**src/rtl/oneshot_wdog_pkg.sv**
```systemverilog
package oneshot_wdog_pkg;
  localparam int REG_W    = 8;
  localparam int PS_W     = 3;
  localparam int BIT_EN   = 0;
  localparam int BIT_CLR  = 1;
  localparam int BIT_IDLE = 2;
  localparam int PS_LSB   = 3;
  localparam int BIT_FLAG = 7;

  typedef struct packed {
    logic            flag;
    logic            en;
    logic            idle_run;
    logic [PS_W-1:0] ps;
  } cfg_t;
endpackage

```
**src/rtl/oneshot_wdog_ctrl.sv**
```systemverilog
module oneshot_wdog_ctrl
  import oneshot_wdog_pkg::*;
(
  input  logic             clk_i,
  input  logic             rst_ni,
  input  logic             we_i,
  input  logic [REG_W-1:0] wdata_i,
  input  logic             ovf_i,
  output cfg_t             cfg_o,
  output logic             clr_o
);
  cfg_t cfg_q;
  logic unused_wdata;

  assign unused_wdata = wdata_i[6];

  always_ff @(posedge clk_i or negedge rst_ni) begin
    if (!rst_ni) begin
      cfg_q <= '0;
    end else begin
      // overflow beats a same-cycle flag clear
      if (ovf_i)                           cfg_q.flag <= 1'b1;
      else if (we_i && !wdata_i[BIT_FLAG]) cfg_q.flag <= 1'b0;
      if (we_i) begin
        cfg_q.en       <= cfg_q.en | wdata_i[BIT_EN];
        cfg_q.idle_run <= wdata_i[BIT_IDLE];
        cfg_q.ps       <= wdata_i[PS_LSB +: PS_W];
      end
    end
  end

  assign cfg_o = cfg_q;
  assign clr_o = we_i & wdata_i[BIT_CLR];
endmodule

```
**src/rtl/oneshot_wdog_presc.sv**
```systemverilog
module oneshot_wdog_presc #(
  parameter int PRE_W = 8,
  parameter int PS_W  = 3
) (
  input  logic            clk_i,
  input  logic            rst_ni,
  input  logic            clr_i,
  input  logic            step_i,
  input  logic [PS_W-1:0] ps_i,
  output logic            carry_o
);
  logic [PRE_W-1:0] pre_q;
  logic [PRE_W-1:0] mask;

  // division 2^(ps+1): low ps+1 bits form the active window
  for (genvar g = 0; g < PRE_W; g++) begin : g_mask
    assign mask[g] = (g <= int'(ps_i));
  end

  assign carry_o = step_i && ((pre_q & mask) == mask);

  always_ff @(posedge clk_i or negedge rst_ni) begin
    if (!rst_ni)      pre_q <= '0;
    else if (clr_i)   pre_q <= '0;
    else if (carry_o) pre_q <= '0;
    else if (step_i)  pre_q <= pre_q + PRE_W'(1);
  end
endmodule

```
**src/rtl/oneshot_wdog_cnt.sv**
```systemverilog
module oneshot_wdog_cnt #(
  parameter int CNT_W = 15
) (
  input  logic clk_i,
  input  logic rst_ni,
  input  logic clr_i,
  input  logic inc_i,
  output logic ovf_o
);
  logic [CNT_W-1:0] cnt_q;

  assign ovf_o = inc_i && !clr_i && (&cnt_q);

  always_ff @(posedge clk_i or negedge rst_ni) begin
    if (!rst_ni)     cnt_q <= '0;
    else if (clr_i)  cnt_q <= '0;
    else if (inc_i)  cnt_q <= cnt_q + CNT_W'(1);
  end
endmodule

```
**src/rtl/oneshot_wdog_pulse.sv**
```systemverilog
module oneshot_wdog_pulse #(
  parameter int RST_LEN = 4
) (
  input  logic clk_i,
  input  logic rst_ni,
  input  logic fire_i,
  output logic pulse_o
);
  localparam int PW = $clog2(RST_LEN + 1);
  logic [PW-1:0] left_q;

  always_ff @(posedge clk_i or negedge rst_ni) begin
    if (!rst_ni)           left_q <= '0;
    else if (fire_i)       left_q <= PW'(RST_LEN);
    else if (left_q != '0) left_q <= left_q - PW'(1);
  end

  assign pulse_o = (left_q != '0);
endmodule

```
**src/rtl/oneshot_wdog.sv**
```systemverilog
module oneshot_wdog
  import oneshot_wdog_pkg::*;
#(
  parameter int PRE_W   = 8,
  parameter int CNT_W   = 15,
  parameter int RST_LEN = 4
) (
  input  logic             clk_i,
  input  logic             rst_ni,
  input  logic             tick_i,
  input  logic             idle_i,
  input  logic             reg_we_i,
  input  logic [REG_W-1:0] reg_wdata_i,
  output logic [REG_W-1:0] reg_rdata_o,
  output logic             wdt_rst_o
);
  cfg_t cfg;
  logic clr, step, carry, ovf;

  oneshot_wdog_ctrl u_ctrl (
    .clk_i   (clk_i),
    .rst_ni  (rst_ni),
    .we_i    (reg_we_i),
    .wdata_i (reg_wdata_i),
    .ovf_i   (ovf),
    .cfg_o   (cfg),
    .clr_o   (clr)
  );

  assign step = cfg.en && tick_i && (!idle_i || cfg.idle_run) && !clr;

  oneshot_wdog_presc #(.PRE_W(PRE_W), .PS_W(PS_W)) u_presc (
    .clk_i   (clk_i),
    .rst_ni  (rst_ni),
    .clr_i   (clr),
    .step_i  (step),
    .ps_i    (cfg.ps),
    .carry_o (carry)
  );

  oneshot_wdog_cnt #(.CNT_W(CNT_W)) u_cnt (
    .clk_i  (clk_i),
    .rst_ni (rst_ni),
    .clr_i  (clr),
    .inc_i  (carry),
    .ovf_o  (ovf)
  );

  oneshot_wdog_pulse #(.RST_LEN(RST_LEN)) u_pulse (
    .clk_i   (clk_i),
    .rst_ni  (rst_ni),
    .fire_i  (ovf),
    .pulse_o (wdt_rst_o)
  );

  always_comb begin
    reg_rdata_o                     = '0;
    reg_rdata_o[BIT_FLAG]           = cfg.flag;
    reg_rdata_o[PS_LSB +: PS_W]     = cfg.ps;
    reg_rdata_o[BIT_IDLE]           = cfg.idle_run;
    reg_rdata_o[BIT_EN]             = cfg.en;
  end
endmodule

```
**config.mk**
```make
export PLATFORM = sky130hd
export DESIGN_NAME = oneshot_wdog
export DESIGN_NICKNAME = d
export VERILOG_FILES = /design/src/rtl/oneshot_wdog_pkg.sv /design/src/rtl/oneshot_wdog_ctrl.sv /design/src/rtl/oneshot_wdog_presc.sv /design/src/rtl/oneshot_wdog_cnt.sv /design/src/rtl/oneshot_wdog_pulse.sv /design/src/rtl/oneshot_wdog.sv
export SDC_FILE = /design/constraint.sdc
export NUM_CORES = 1
export LEC_CHECK = 0
export BUFFER_PORTS_ARGS = -buffer_cell sky130_fd_sc_hd__buf_4
export CAP_MARGIN = 20
export CORE_ASPECT_RATIO = 1.25
export CORE_MARGIN = 2
export CORE_UTILIZATION = 57
export DETAILED_ROUTE_END_ITERATION = 16
export GPL_ROUTABILITY_DRIVEN = 0
export HOLD_SLACK_MARGIN = 0.03
export MAX_ROUTING_LAYER = met4
export PLACE_DENSITY = 0.79
export RECOVER_POWER = 50
export SKIP_CTS_REPAIR_TIMING = 1
export SYNTH_ARGS = -nofsm -noshare
export SYNTH_HDL_FRONTEND = slang
export SYNTH_SLANG_ARGS = --single-unit
```
**constraint.sdc**
```tcl
create_clock -name clk_i -period 1.9 [get_ports clk_i]
set_clock_uncertainty 0.05 [all_clocks]
set_input_delay 0.19 -clock clk_i [delete_from_list [all_inputs] [get_ports clk_i]]
set_output_delay 0.19 -clock clk_i [all_outputs]
set_load 0.05 [all_outputs]
```
==> metrics.md <==
| Metric | Value |
|---|---|
| Ant. Diodes | 0 |
| Vias in the first global route | 1,397 |
| Number of flops mapped to enable cells by yosys | 0 |
| Die height | 65.6 um |
| Worst Max-Slew Pin Slew | 0.784 ns |
| P&R area growth vs syn | 23.9% |
| Pwr/cell area | 670 nW/um^2 |
| Final TNS setup | 0 ns |
| Commonest non-fill, non-tap cell in the layout | buf_4 |
| Final period util | 96.7% |
| Max-Cap Viols | 0 |
| Worst R2R End | u_cnt.cnt_q[5] |
| Outcome | finished, final reports clean |
| Hold/Removal Path Class | input port to flop |
| First-pass GRT wire length | 6.22 mm |
| CTS Root Buffer Type | clkbuf_4 |
| Slew headroom | 47.7% |
| Routed Antenna Nets | 0 |
| Predominant post-synthesis flop cell | dfrtp_1 |
| CTS tree | yes |
| Critical path endpoint category | flop |
| Gr ovfl total | 0 |
| Rows | 22 |
| Largest area contributor in the netlist | dfrtp_1 |
| Total global routing track utilization | about a quarter |
| Area contributors post-synth | dfrtp_1 (46%), nand2_1 (4.1%), ha_1 (2.9%), mux2_2 (2.6%), nor2_1 (2.6%) |
| Crit Path Max Fanout | 9 |
| Hold Fails Final Rpt | 0 |
| Share of the synthesized area in the top cell type | 46.3% |
| Worst-path clk slew | 0.11 ns |
| Mapped Area | 1730 um^2 |
| WS Path Type | flop to flop |
| Crit-path max cell delay | 0.41 ns |
| Commonest non-fill, non-tap cells in the layout | buf_4 (30), dfrtp_1 (26), nand2_1 (19) |
| Worst hold path startpoint | reg_wdata_i[2] |
| Startpoint types | flop |
| Clk buf depth | 2 |
| Die W | 53.3 um |
| Initial core utilization | 59.3% |
| # port buffers | 18 |
| Sink Count | 32 |
| Clock Latency Late Sink | 0.34 ns |
| Synth cell types | 45 |
| Tot Pwr | 1.44 mW |
| Reg2Reg Setup Slack | 0.06 ns |
| CP required | around 2.1 ns |
| Reg-to-reg startpoint | u_presc.pre_q[7] |
| Register area share after synthesis | 46.3% |
| Number of CTS-inserted buffers | 5 |
| #FFs+latches synth | 32 |
| # fillers | 216 |
| DP HPWL | 2.70 mm |
| Leak | 1.00 nW |
| CP max-delay cell | dfrtp_1 |
| Hold EP | u_ctrl.cfg_o[3] |
| I/O Pins | 22 |
| H-tree depth | 2 |
| Asr flop ratio synth | between 90% and 100% |
| Share of post-route cells with drive strength above 1 | 30.7% |
| Pins over their slew limit | 0 |
| CP cell instances | nand2b_1 -> a21boi_0 -> o21a_2 -> nor2_1 -> buf_4 -> a221o_1 |
| Initial antenna violation count | 0 |
| DR vias | about 1.5k |
| Vias per cell | around 6 |
| WL final | between 3 and 4 mm |
| Endpoints failing setup | 0 |
| Multi-input logic area | about 900 um^2 |
| Core area | 2920 um^2 |
| Worst r2r path cells | 6 |
| Nets@finish | about 230 |
| Worst ir drop on vdd | roughly 0.5 mV |
| Largest net degree at the start of global routing | 33 |
| DRC Markers | 0 |
| Worst hold path depth | 3 |
| Full die area | 3500 um^2 |
| Syn_area_per_cell | 9.89 um^2 |
| Fmax | 544 MHz |
| Synthesized netlist cell count | 175 |
| Routed wire per std cell | 15.4 um |
| Warnings from Yosys | 0 |
| RSZ-0062 raised after global routing | false |
| Initial DRC Count | 39 |
| Initial DRT Pass Iterations | 4 |
| Clock period minus worst slack | about 1.8 ns |
| Worst EP arrival | 2.01 ns |
| FF/Latch Area | 808 um^2 |
[flip-flops by register name, summed over array words and instances, names as in the netlist]
name	flops
u_pulse.left_q	3
u_ctrl.cfg_o	6
u_cnt.cnt_q	15
u_presc.pre_q	8
[logic make-up (layout without fill, tap and decap cells)]
group	count (synthesis)	after routing	synth area share (%)
flip-flops	32	32	46.3
other	1	2	0.217
buffers and inverters	15	51	3.98
AND/OR/NAND/NOR	75	75	23.9
XOR/XNOR	7	7	3.54
adder cells (fa/ha/maj)	4	4	2.89
multiplexers	8	8	4.92
AO/OA/AOI/OAI	33	33	14.2
[critical path: cells and delay by family, from the launching register on]
family                 cells  cell delay [ns]
DFF                        1             0.41
and+or+nand+nor            2             0.21
AOI/OAI and AO/OA          3             0.88
buffers and inverters      1             0.16
[worst max-delay path by stage]
stage / end / from
after floorplan: u_cnt.cnt_q[12] / u_ctrl.cfg_o[2]
after global placement: u_pulse.left_q[0] / u_cnt.cnt_q[0]
after detailed placement: u_pulse.left_q[0] / u_cnt.cnt_q[0]
after CTS: u_cnt.cnt_q[8] / u_ctrl.cfg_o[4]
after global routing: u_cnt.cnt_q[11] / u_cnt.cnt_q[7]
final: u_cnt.cnt_q[5] / u_presc.pre_q[7]
[area by class of cell]
class	instances	share of cell area, %
Multi-Input combinational cell	129	42.9
Sequential cell	32	37.7
Timing Repair Buffer	37	13.4
Clock buffer	6	2.39
Tap cell	36	2.10
Inverter	6	1.05
Clock inverter	2	0.467
[Yosys cell counts, types with 2 or more instances]
master	instances
a21oi_1	6
a221o_1	4
and2_1	4
and3_1	5
and4_1	2
buf_2	4
buf_4	2
clkbuf_1	3
dfrtp_1	32
ha_1	4
inv_1	6
mux2_2	4
mux2i_1	4
nand2_1	19
nand2b_1	5
nand3_1	4
nand4_1	7
nand4_2	2
nor2_1	12
nor4_1	4
o2111ai_1	2
o21ai_0	4
o311ai_0	2
o31ai_1	3
o41ai_1	2
or2_2	2
or4_1	4
xnor2_1	2
xor2_1	5
[power by group]
group	internal (mW)	switching (mW)
clock network	0.176	0.247
logic	0.111	0.161
registers	0.710	0.0327
[metal layers]
| metal | track usage (%) | vias to the layer above | wire (um) |
|---|---|---|---|
| met4 | 11.9 | 0 | 72 |
| met3 | 6.36 | 7 | 120 |
| met5 | - | - | 0 |
| met1 | 27.1 | 725 | 1620 |
| met2 | 42.6 | 28 | 2000 |
| li1 | - | 708 | - |
[metrics by stage]
stage / hold slack (ns) / setup slack (ns) / cells / area [um^2] / utilization [%]
6_report: 0.0309 / 0.0621 / 248 / 2140 / 73.5
3_5_place_dp: 0.0965 / 0.0213 / 234 / 1970 / 67.5
3_3_place_gp: 0.0940 / 0.0818 / 234 / 1970 / 67.5
5_1_grt: 0.0210 / 0.00161 / 248 / 2140 / 73.5
4_1_cts: -0.282 / 0.00352 / 242 / 2030 / 69.6
2_1_floorplan: -0.156 / 0.0210 / 176 / 1740 / -
No activity file was read; power rests on OpenSTA's default activity.
